## config.mk

```make
export PLATFORM = sky130hd
export DESIGN_NAME = dp_alu
export DESIGN_NICKNAME = d
export VERILOG_FILES = /design/src/rtl/dp_alu_pkg.sv /design/src/rtl/dp_alu_decode.sv /design/src/rtl/dp_alu_adder.sv /design/src/rtl/dp_alu_logic.sv /design/src/rtl/dp_alu.sv
export SDC_FILE = /design/constraint.sdc
export NUM_CORES = 1
export LEC_CHECK = 0
export ABC_AREA = 1
export CORE_AREA = 2 2 107 109
export DETAILED_ROUTE_END_ITERATION = 10
export DIE_AREA = 0 0 109 111
export PLACE_DENSITY = 0.83
export RECOVER_POWER = 25
export SYNTH_ARGS = -nofsm -noshare
export SYNTH_HDL_FRONTEND = slang
export SYNTH_SLANG_ARGS = --single-unit
```

## constraint.sdc

```tcl
create_clock -name vclk -period 6.3
set_input_delay 1.575 -clock vclk [all_inputs]
set_output_delay 1.575 -clock vclk [all_outputs]
set_load 0.02 [all_outputs]
```

## src/rtl/dp_alu_pkg.sv

```systemverilog
package dp_alu_pkg;

    typedef enum logic [3:0] {
        OP_AND = 4'h0,
        OP_EOR = 4'h1,
        OP_SUB = 4'h2,
        OP_RSB = 4'h3,
        OP_ADD = 4'h4,
        OP_ADC = 4'h5,
        OP_SBC = 4'h6,
        OP_RSC = 4'h7,
        OP_TST = 4'h8,
        OP_TEQ = 4'h9,
        OP_CMP = 4'hA,
        OP_CMN = 4'hB,
        OP_ORR = 4'hC,
        OP_MOV = 4'hD,
        OP_BIC = 4'hE,
        OP_MVN = 4'hF
    } alu_op_e;

    typedef struct packed {
        logic n;
        logic z;
        logic c;
        logic v;
    } alu_flags_t;

endpackage

```

## src/rtl/dp_alu_decode.sv

```systemverilog
module dp_alu_decode
    import dp_alu_pkg::*;
#(
    parameter int W = 32
) (
    input  logic [3:0]   op_i,
    input  logic [W-1:0] a_i,
    input  logic [W-1:0] b_i,
    input  logic         cin_i,
    output logic [W-1:0] x_o,
    output logic [W-1:0] y_o,
    output logic         c0_o,
    output logic         arith_o,
    output logic         wr_en_o
);

    alu_op_e op;
    assign op = alu_op_e'(op_i);

    always_comb begin
        x_o     = a_i;
        y_o     = b_i;
        c0_o    = 1'b0;
        arith_o = 1'b0;
        wr_en_o = 1'b1;
        unique case (op)
            OP_AND, OP_EOR, OP_ORR, OP_MOV, OP_BIC, OP_MVN: begin
                arith_o = 1'b0;
            end
            OP_TST, OP_TEQ: begin
                wr_en_o = 1'b0;
            end
            OP_SUB: begin
                y_o = ~b_i; c0_o = 1'b1; arith_o = 1'b1;
            end
            OP_CMP: begin
                y_o = ~b_i; c0_o = 1'b1; arith_o = 1'b1; wr_en_o = 1'b0;
            end
            OP_RSB: begin
                x_o = b_i; y_o = ~a_i; c0_o = 1'b1; arith_o = 1'b1;
            end
            OP_ADD: begin
                arith_o = 1'b1;
            end
            OP_CMN: begin
                arith_o = 1'b1; wr_en_o = 1'b0;
            end
            OP_ADC: begin
                c0_o = cin_i; arith_o = 1'b1;
            end
            OP_SBC: begin
                y_o = ~b_i; c0_o = cin_i; arith_o = 1'b1;
            end
            OP_RSC: begin
                x_o = b_i; y_o = ~a_i; c0_o = cin_i; arith_o = 1'b1;
            end
        endcase
    end

endmodule

```

## src/rtl/dp_alu_adder.sv

```systemverilog
module dp_alu_adder #(
    parameter int W = 32
) (
    input  logic [W-1:0] x_i,
    input  logic [W-1:0] y_i,
    input  logic         ci_i,
    output logic [W-1:0] sum_o,
    output logic         co_o,
    output logic         ov_o
);

    localparam int MSB = W - 1;

    logic [W:0] wide;

    assign wide  = {1'b0, x_i} + {1'b0, y_i} + {{W{1'b0}}, ci_i};
    assign sum_o = wide[W-1:0];
    assign co_o  = wide[W];
    assign ov_o  = (x_i[MSB] == y_i[MSB]) && (wide[MSB] != x_i[MSB]);

endmodule

```

## src/rtl/dp_alu_logic.sv

```systemverilog
module dp_alu_logic
    import dp_alu_pkg::*;
#(
    parameter int W = 32
) (
    input  logic [3:0]   op_i,
    input  logic [W-1:0] a_i,
    input  logic [W-1:0] b_i,
    output logic [W-1:0] out_o
);

    alu_op_e op;
    assign op = alu_op_e'(op_i);

    always_comb begin
        unique case (op)
            OP_AND, OP_TST: out_o = a_i & b_i;
            OP_EOR, OP_TEQ: out_o = a_i ^ b_i;
            OP_ORR:         out_o = a_i | b_i;
            OP_MOV:         out_o = b_i;
            OP_BIC:         out_o = a_i & ~b_i;
            OP_MVN:         out_o = ~b_i;
            default:        out_o = '0;
        endcase
    end

endmodule

```

## src/rtl/dp_alu.sv

```systemverilog
module dp_alu
    import dp_alu_pkg::*;
#(
    parameter int W = 32
) (
    input  logic [3:0]   op_i,
    input  logic [W-1:0] a_i,
    input  logic [W-1:0] b_i,
    input  logic         cin_i,
    output logic [W-1:0] res_o,
    output logic         wr_en_o,
    output logic         n_o,
    output logic         z_o,
    output logic         c_o,
    output logic         v_o
);

    logic [W-1:0] add_x, add_y, add_sum, log_out;
    logic         add_c0, add_co, add_ov, is_arith;
    alu_flags_t   flags;

    dp_alu_decode #(.W(W)) u_decode (
        .op_i    (op_i),
        .a_i     (a_i),
        .b_i     (b_i),
        .cin_i   (cin_i),
        .x_o     (add_x),
        .y_o     (add_y),
        .c0_o    (add_c0),
        .arith_o (is_arith),
        .wr_en_o (wr_en_o)
    );

    dp_alu_adder #(.W(W)) u_adder (
        .x_i   (add_x),
        .y_i   (add_y),
        .ci_i  (add_c0),
        .sum_o (add_sum),
        .co_o  (add_co),
        .ov_o  (add_ov)
    );

    dp_alu_logic #(.W(W)) u_logic (
        .op_i  (op_i),
        .a_i   (a_i),
        .b_i   (b_i),
        .out_o (log_out)
    );

    assign res_o = is_arith ? add_sum : log_out;

    always_comb begin
        flags.n = res_o[W-1];
        flags.z = ~|res_o;
        flags.c = is_arith ? add_co : cin_i;
        flags.v = is_arith ? add_ov : 1'b0;
    end

    assign n_o = flags.n;
    assign z_o = flags.z;
    assign c_o = flags.c;
    assign v_o = flags.v;

endmodule

```

**Word-level counts from Yosys, hierarchy flattened**

Cells that the tools add are included.

- Bits in registers: 0
- Bits of input ports: 69
- Output and inout port bits: 37
- Logic and storage cells: 46

- Add/sub/neg operators: 2
- Equal/unequal tests: 17
- Mux-type cells: 9
- Bitwise gates (word level): 6
- Reduce and logical (&&, ||, !) cells: 12

Operators by type and width:

| cell | count |
|---|---|
| $pmux W32 S6 | 1 |
| $and A32 B32 Y32 | 2 |
| $mux W32 | 2 |
| $not A32 Y32 | 2 |
| $pmux W32 S2 | 1 |
| $add A32 B32 Y33 | 1 |
| $add A33 B1 Y33 | 1 |
| $eq A4 B4 Y1 const B | 8 |
| $or A32 B32 Y32 | 1 |
| $reduce_or A32 Y1 | 1 |
| $xor A32 B32 Y32 | 1 |
| $eq A4 B3 Y1 const B | 4 |
| $reduce_or A3 Y1 | 3 |
| $eq A4 B2 Y1 const B | 2 |
| $reduce_or A8 Y1 | 1 |
| $reduce_or A2 Y1 | 3 |
| $eq A4 B1 Y1 const B | 1 |
| $logic_not A4 Y1 | 1 |
| $mux W1 | 4 |
| $reduce_or A4 Y1 | 1 |
| $pmux W1 S2 | 1 |
| $eq A1 B1 Y1 | 1 |
| $logic_and A1 B1 Y1 | 1 |
| $logic_not A1 Y1 | 1 |
| $ne A1 B1 Y1 | 1 |

**Depth between registers and ports, before layout**

- Depth in word-level cells: 8
- Mapped depth: 25
- Depth with buffers taken out: 24

**Hierarchy**

A second synthesis with hierarchy kept.

- Cell total of the unflattened synthesis: 1416
- Area, all modules: 6737.7 um^2

By module, submodules not included:

| module | instances | cells each | area each (um^2) |
|---|---|---|---|
| dp_alu_logic | 1 | 557 | 2635.0 |
| dp_alu_adder | 1 | 426 | 2199.6 |
| dp_alu_decode | 1 | 292 | 1286.2 |
| dp_alu | 1 | 141 | 616.8 |

**Worst setup path before layout**

Ideal clock, no wire load.

- Kind: input -> output
- From: in op_i[0]
- To: out z_o
- Data arrival time: 4754 ps
- Path slack: -29 ps
- Cell stages on the path: 23
- Path through: buf_2 > nand2_1 > nor2_1 > clkbuf_1 > buf_1 > nand2_1 > o21ai_0 > fa_1 > inv_1 > fa_1 > nand3_1 > nand2_1 > nand2_1 > nand2_1 > nand2_1 > nand2_1 > nand2_1 > nand3_1 > nand3_1 > nand2_1 > nor2_1 > nand3_1 > nor2_1

- Word-level cells in the longest chain between the ends: 8

RTL lines:

| element | line | text |
|---|---|---|
| start: declaration | dp_alu.sv:6 | `input logic [3:0] op_i,` |
| $eq A4 B2 Y1 (tied with other cells) | dp_alu_decode.sv:26 | `unique case (op)` |
| $reduce_or A3 Y1 (no source line) or $reduce_or A2 Y1 (tied branches) | n/a |  |
| $pmux W32 S2 or $mux W32 (tied branches) | dp_alu_decode.sv:26 |  |
| $add A32 B32 Y33 | dp_alu_adder.sv:16 | `assign wide = {1'b0, x_i} + {1'b0, y_i} + {{W{1'b0}}, ci_i};` |
| $add A33 B1 Y33 | dp_alu_adder.sv:16 |  |
| $mux W32 * | dp_alu.sv:50 | `assign res_o = is_arith ? add_sum : log_out;` |
| via res_o[28] | dp_alu.sv:10 | `output logic [W-1:0] res_o,` |
| $reduce_or A32 Y1 * | dp_alu.sv:54 | `flags.z = ~\|res_o;` |
| $logic_not A1 Y1 * | dp_alu.sv:54 |  |
| end: declaration | dp_alu.sv:13 | `output logic z_o,` |

The timed path passes the listed nets; every way through them passes the cells marked *.

**Worst setup path after layout**

- From: in op_i[0]
- To: out z_o

- Word-level cells in the longest chain between the ends: 8

RTL lines:

| element | line |
|---|---|
| $eq A4 B2 Y1 (tied with other cells) | dp_alu_decode.sv:26 |
| $reduce_or A3 Y1 (no source line) or $reduce_or A2 Y1 (tied branches) | n/a |
| $pmux W32 S2 or $mux W32 (tied branches) | dp_alu_decode.sv:26 |
| $add A32 B32 Y33 | dp_alu_adder.sv:16 |
| $add A33 B1 Y33 | dp_alu_adder.sv:16 |
| $mux W32 * | dp_alu.sv:50 |
| $reduce_or A32 Y1 * | dp_alu.sv:54 |
| $logic_not A1 Y1 * | dp_alu.sv:54 |

Mark *: on every way between the ends. The rest lies on a longest branch, timed or not.

==> results by group <==
Timing
  – Fin. max-slew vios: 0
  – Achievable Freq: 0.160 GHz
  – Clock period minus final worst setup slack: 6.23 ns
  – Final hold violation count: 0
  – Tightest slew margin relative to the limit: 0.178
  – Final cycle utilization of the critical path: 0.989
  – Actual slew at the worst max-slew pin: 1.23 ns
  – Final setup violation count: 0
  – Setup TNS Final: 0 ns

Die
  – Io pins: 106
  – Placement Rows: 39
  – Die span in y: 111 um
  – Effective utilization at floorplan: 0.534
  – Die area: 12100 um2
  – Core area: 11100 um2
  – Die span in x: 109 um

Critical path
  – Highest cell delay on the worst timing path: 0.24 ns
  – Cell family contributing the most delay on the critical path: simple AND/OR/NAND/NOR gates
  – Worst Path Class, Setup: in2out
  – CP Max Fanout: 16
  – Sort of element at the end of the critical path: output port
  – Worst path buffer plus inverter count: 7
  – Data required, critical path: 4.72 ns
  – Setup crit start kind: primary input
  – Arrival time worst endpoint: 4.66 ns
  – Critical path's most frequent cell: sky130_fd_sc_hd__nor2_2
  – Cell-by-cell trace of the critical path: clkbuf_2, inv_2, nand2_2, nor2_2, inv_2, buf_4, buf_12, buf_12, o22ai_1, a31o_2, ha_4, nand2_1, nand2_1, a21oi_1, nand2_2, a21oi_4, a21oi_1, nor2_2, nand3_1, nor2_2, nand2_1, nor2_2, buf_6
  – CP max stage cell: sky130_fd_sc_hd__a21oi_1

Job
  – Total of max-cap violations: 0

Pwr
  – Switching power share of the total: 0.557
  – Cell Int Power: 514 uW
  – Largest voltage drop on the vdd net: 0.0000722 V
  – Cell Pwr Density: 129 nW/um2
  – Reported net switching power: 646 uW
  – Share of total power in combinational logic: 1.000
  – Share of total power in sequential cells: 0
  – Leakage dissipation: 0.00486 uW
  – Clock Power Share: 0

Detailed routing
  – Total via count in the routed design: 9549
  – Post-detailed-route via-to-cell ratio: 5.96
  – Number of iterations in the first detailed-routing pass: 9
  – # DRC: 0
  – Post-detailed-route wirelength per cell: 17.0 um
  – Violation count after the first detailed-routing iteration: 1479
  – Routed Wire Length: 27200 um
  – ANT nets after route: 0

Placement
  – Cell area after placement: 8540 um2
  – Placer congestion estimate: 1.06
  – Half-perimeter wire length of the detailed placement result: 20300 um
  – Number of buffers added on ports: 106

Global route
  – Peak-usage layer in the global routing report: met2
  – Met3 GRT Util: 0.0658
  – Global-route total usage across every layer: 0.409
  – Via count of the first global-routing pass: 8298
  – GR Layer Usage met2: 0.648
  – Pin count of the biggest net entering global routing: 43
  – Grt total ovfl: 0
  – Met1 track utilization from global routing: 0.563
  – Global-route wire length before repair: 40100 um
  – Antenna violations before repair: 0

Final layout
  – Fin area: 9020 um2
  – Flip-flop and latch area: 0 um2
  – Net count, final: 1594
  – Share of post-route cells with drive strength above 1: 0.251
  – Final sequential cell count: 0
  – Post-layout util: 0.815
  – Area occupied by multi-input gates: 5340 um2
  – Area growth from synthesis to final layout: 52.5%
  – Count of clock-net buffers in the final layout: 0
  – Antenna fix cells: 0
  – Total of fill cells in the finished design: 749

Logic synthesis
  – Post-synthesis sequential area ratio: 0
  – Cell area after synthesis: 5920 um2
  – Number of distinct library cells after synthesis: 34
  – Mapped Avg Cell Area: 4.99 um2
  – Syn Inst Count: 1186
  – Net count after synthesis: 1320
  – Yosys synthesis warning count: 0

Hold path
  – Tightest Hold Check Type: in2out

Outcome
  – Result of the run: finished, final reports clean
==> per-layer routing <==
layer  up-vias  routed length (um)
met5         -                   0
met4         0                1190
met3       150                3820
met2       788               11900
met1      4233               10300
li1       4378                   -
==> placed cells by master, fill, tap and decap left out, types with 16 or more instances in the layout <==
cell type / netlist / final
sky130_fd_sc_hd__nand4_1: 16 / 16
sky130_fd_sc_hd__ha_1: 63 / 42
sky130_fd_sc_hd__inv_1: 209 / 207
sky130_fd_sc_hd__o22ai_1: 35 / 35
sky130_fd_sc_hd__nor2_2: 4 / 27
sky130_fd_sc_hd__nor2_1: 96 / 71
sky130_fd_sc_hd__ha_4: 0 / 17
sky130_fd_sc_hd__clkdlybuf4s50_1: 0 / 69
sky130_fd_sc_hd__a21oi_1: 37 / 30
sky130_fd_sc_hd__nand3_1: 83 / 77
sky130_fd_sc_hd__buf_4: 3 / 198
sky130_fd_sc_hd__nand2_1: 426 / 405
sky130_fd_sc_hd__nand2_2: 3 / 24
sky130_fd_sc_hd__o21ai_0: 52 / 50
sky130_fd_sc_hd__a31o_2: 31 / 31
==> kinds of logic after synthesis <==
logic type | share of synthesized area
and+or+nand+nor | 0.462
buffers and inverters | 0.175
xor gates and xnor gates | 0.0222
adders and majority gates | 0.140
AOI/OAI and AO/OA | 0.201
==> area by class of cell <==
class,instances,share of cell area
Timing Repair Buffer,313,0.298
Inverter,217,0.0905
Tap cell,143,0.0198
Multi-Input combinational cell,928,0.591
==> synthesized netlist by cell type <==
master | number | area (um2)
sky130_fd_sc_hd__a211oi_1 | 3 | 22.5
sky130_fd_sc_hd__a21oi_1 | 37 | 185
sky130_fd_sc_hd__a31o_2 | 31 | 272
sky130_fd_sc_hd__a31oi_1 | 3 | 18.8
sky130_fd_sc_hd__a32oi_1 | 1 | 8.76
sky130_fd_sc_hd__buf_1 | 2 | 7.51
sky130_fd_sc_hd__buf_2 | 7 | 35.0
sky130_fd_sc_hd__buf_4 | 3 | 22.5
sky130_fd_sc_hd__buf_6 | 6 | 67.6
sky130_fd_sc_hd__clkbuf_1 | 23 | 86.3
sky130_fd_sc_hd__clkinv_1 | 1 | 3.75
sky130_fd_sc_hd__fa_1 | 2 | 40.0
sky130_fd_sc_hd__ha_1 | 63 | 788
sky130_fd_sc_hd__inv_1 | 209 | 785
sky130_fd_sc_hd__inv_2 | 7 | 26.3
sky130_fd_sc_hd__nand2_1 | 426 | 1600
sky130_fd_sc_hd__nand2_2 | 3 | 18.8
sky130_fd_sc_hd__nand2_4 | 3 | 33.8
sky130_fd_sc_hd__nand3_1 | 83 | 415
sky130_fd_sc_hd__nand3b_1 | 9 | 67.6
sky130_fd_sc_hd__nand4_1 | 16 | 100
sky130_fd_sc_hd__nor2_1 | 96 | 360
sky130_fd_sc_hd__nor2_2 | 4 | 25.0
sky130_fd_sc_hd__nor2_4 | 1 | 11.3
sky130_fd_sc_hd__nor3_1 | 17 | 85.1
sky130_fd_sc_hd__o2111ai_1 | 11 | 96.3
sky130_fd_sc_hd__o211ai_1 | 8 | 60.1
sky130_fd_sc_hd__o21ai_0 | 52 | 260
sky130_fd_sc_hd__o21bai_1 | 4 | 30.0
sky130_fd_sc_hd__o22ai_1 | 35 | 219
sky130_fd_sc_hd__o31ai_1 | 1 | 7.51
sky130_fd_sc_hd__o41ai_1 | 1 | 8.76
sky130_fd_sc_hd__or2_2 | 3 | 18.8
sky130_fd_sc_hd__xor2_1 | 15 | 131
==> path summary, 6_finish.rpt <==
path	start	end	slack, ns	cells past startpoint
min	cin_i	c_o	3.99	5
max	op_i[0]	z_o	0.07	23
==> metrics by stage <==
stage                     power [uW]  std cells  hold slack, ns  worst slack, ns
after global placement          1020       1594            4.31           -0.883
final                           1160       1601            3.99           0.0675
after floorplan                  541       1186            3.27           0.0445
after detailed placement        1040       1594            4.38           -0.947
after CTS                       1070       1595            3.98           -0.140
after global routing            1240       1601            4.04          -0.0409
==> power by group through the flow <==
| stage | clock network [uW] | registers, uW | logic, uW |
|---|---|---|---|
| floorplan | 0 | 0 | 541 |
| CTS | 0 | 0 | 1070 |
| detailed placement | 0 | 0 | 1040 |
| global placement | 0 | 0 | 1020 |
| global route | 0 | 0 | 1240 |
| finish | 0 | 0 | 1160 |
==> repair_timing <==
action,4_1_cts,5_1_grt
buffers inserted,1,6
endpoints found under the setup margin,33,35
resized for setup,113,60
pin swaps,6,15
hold buffers,0,0
Power figures use the tool's default switching activity.
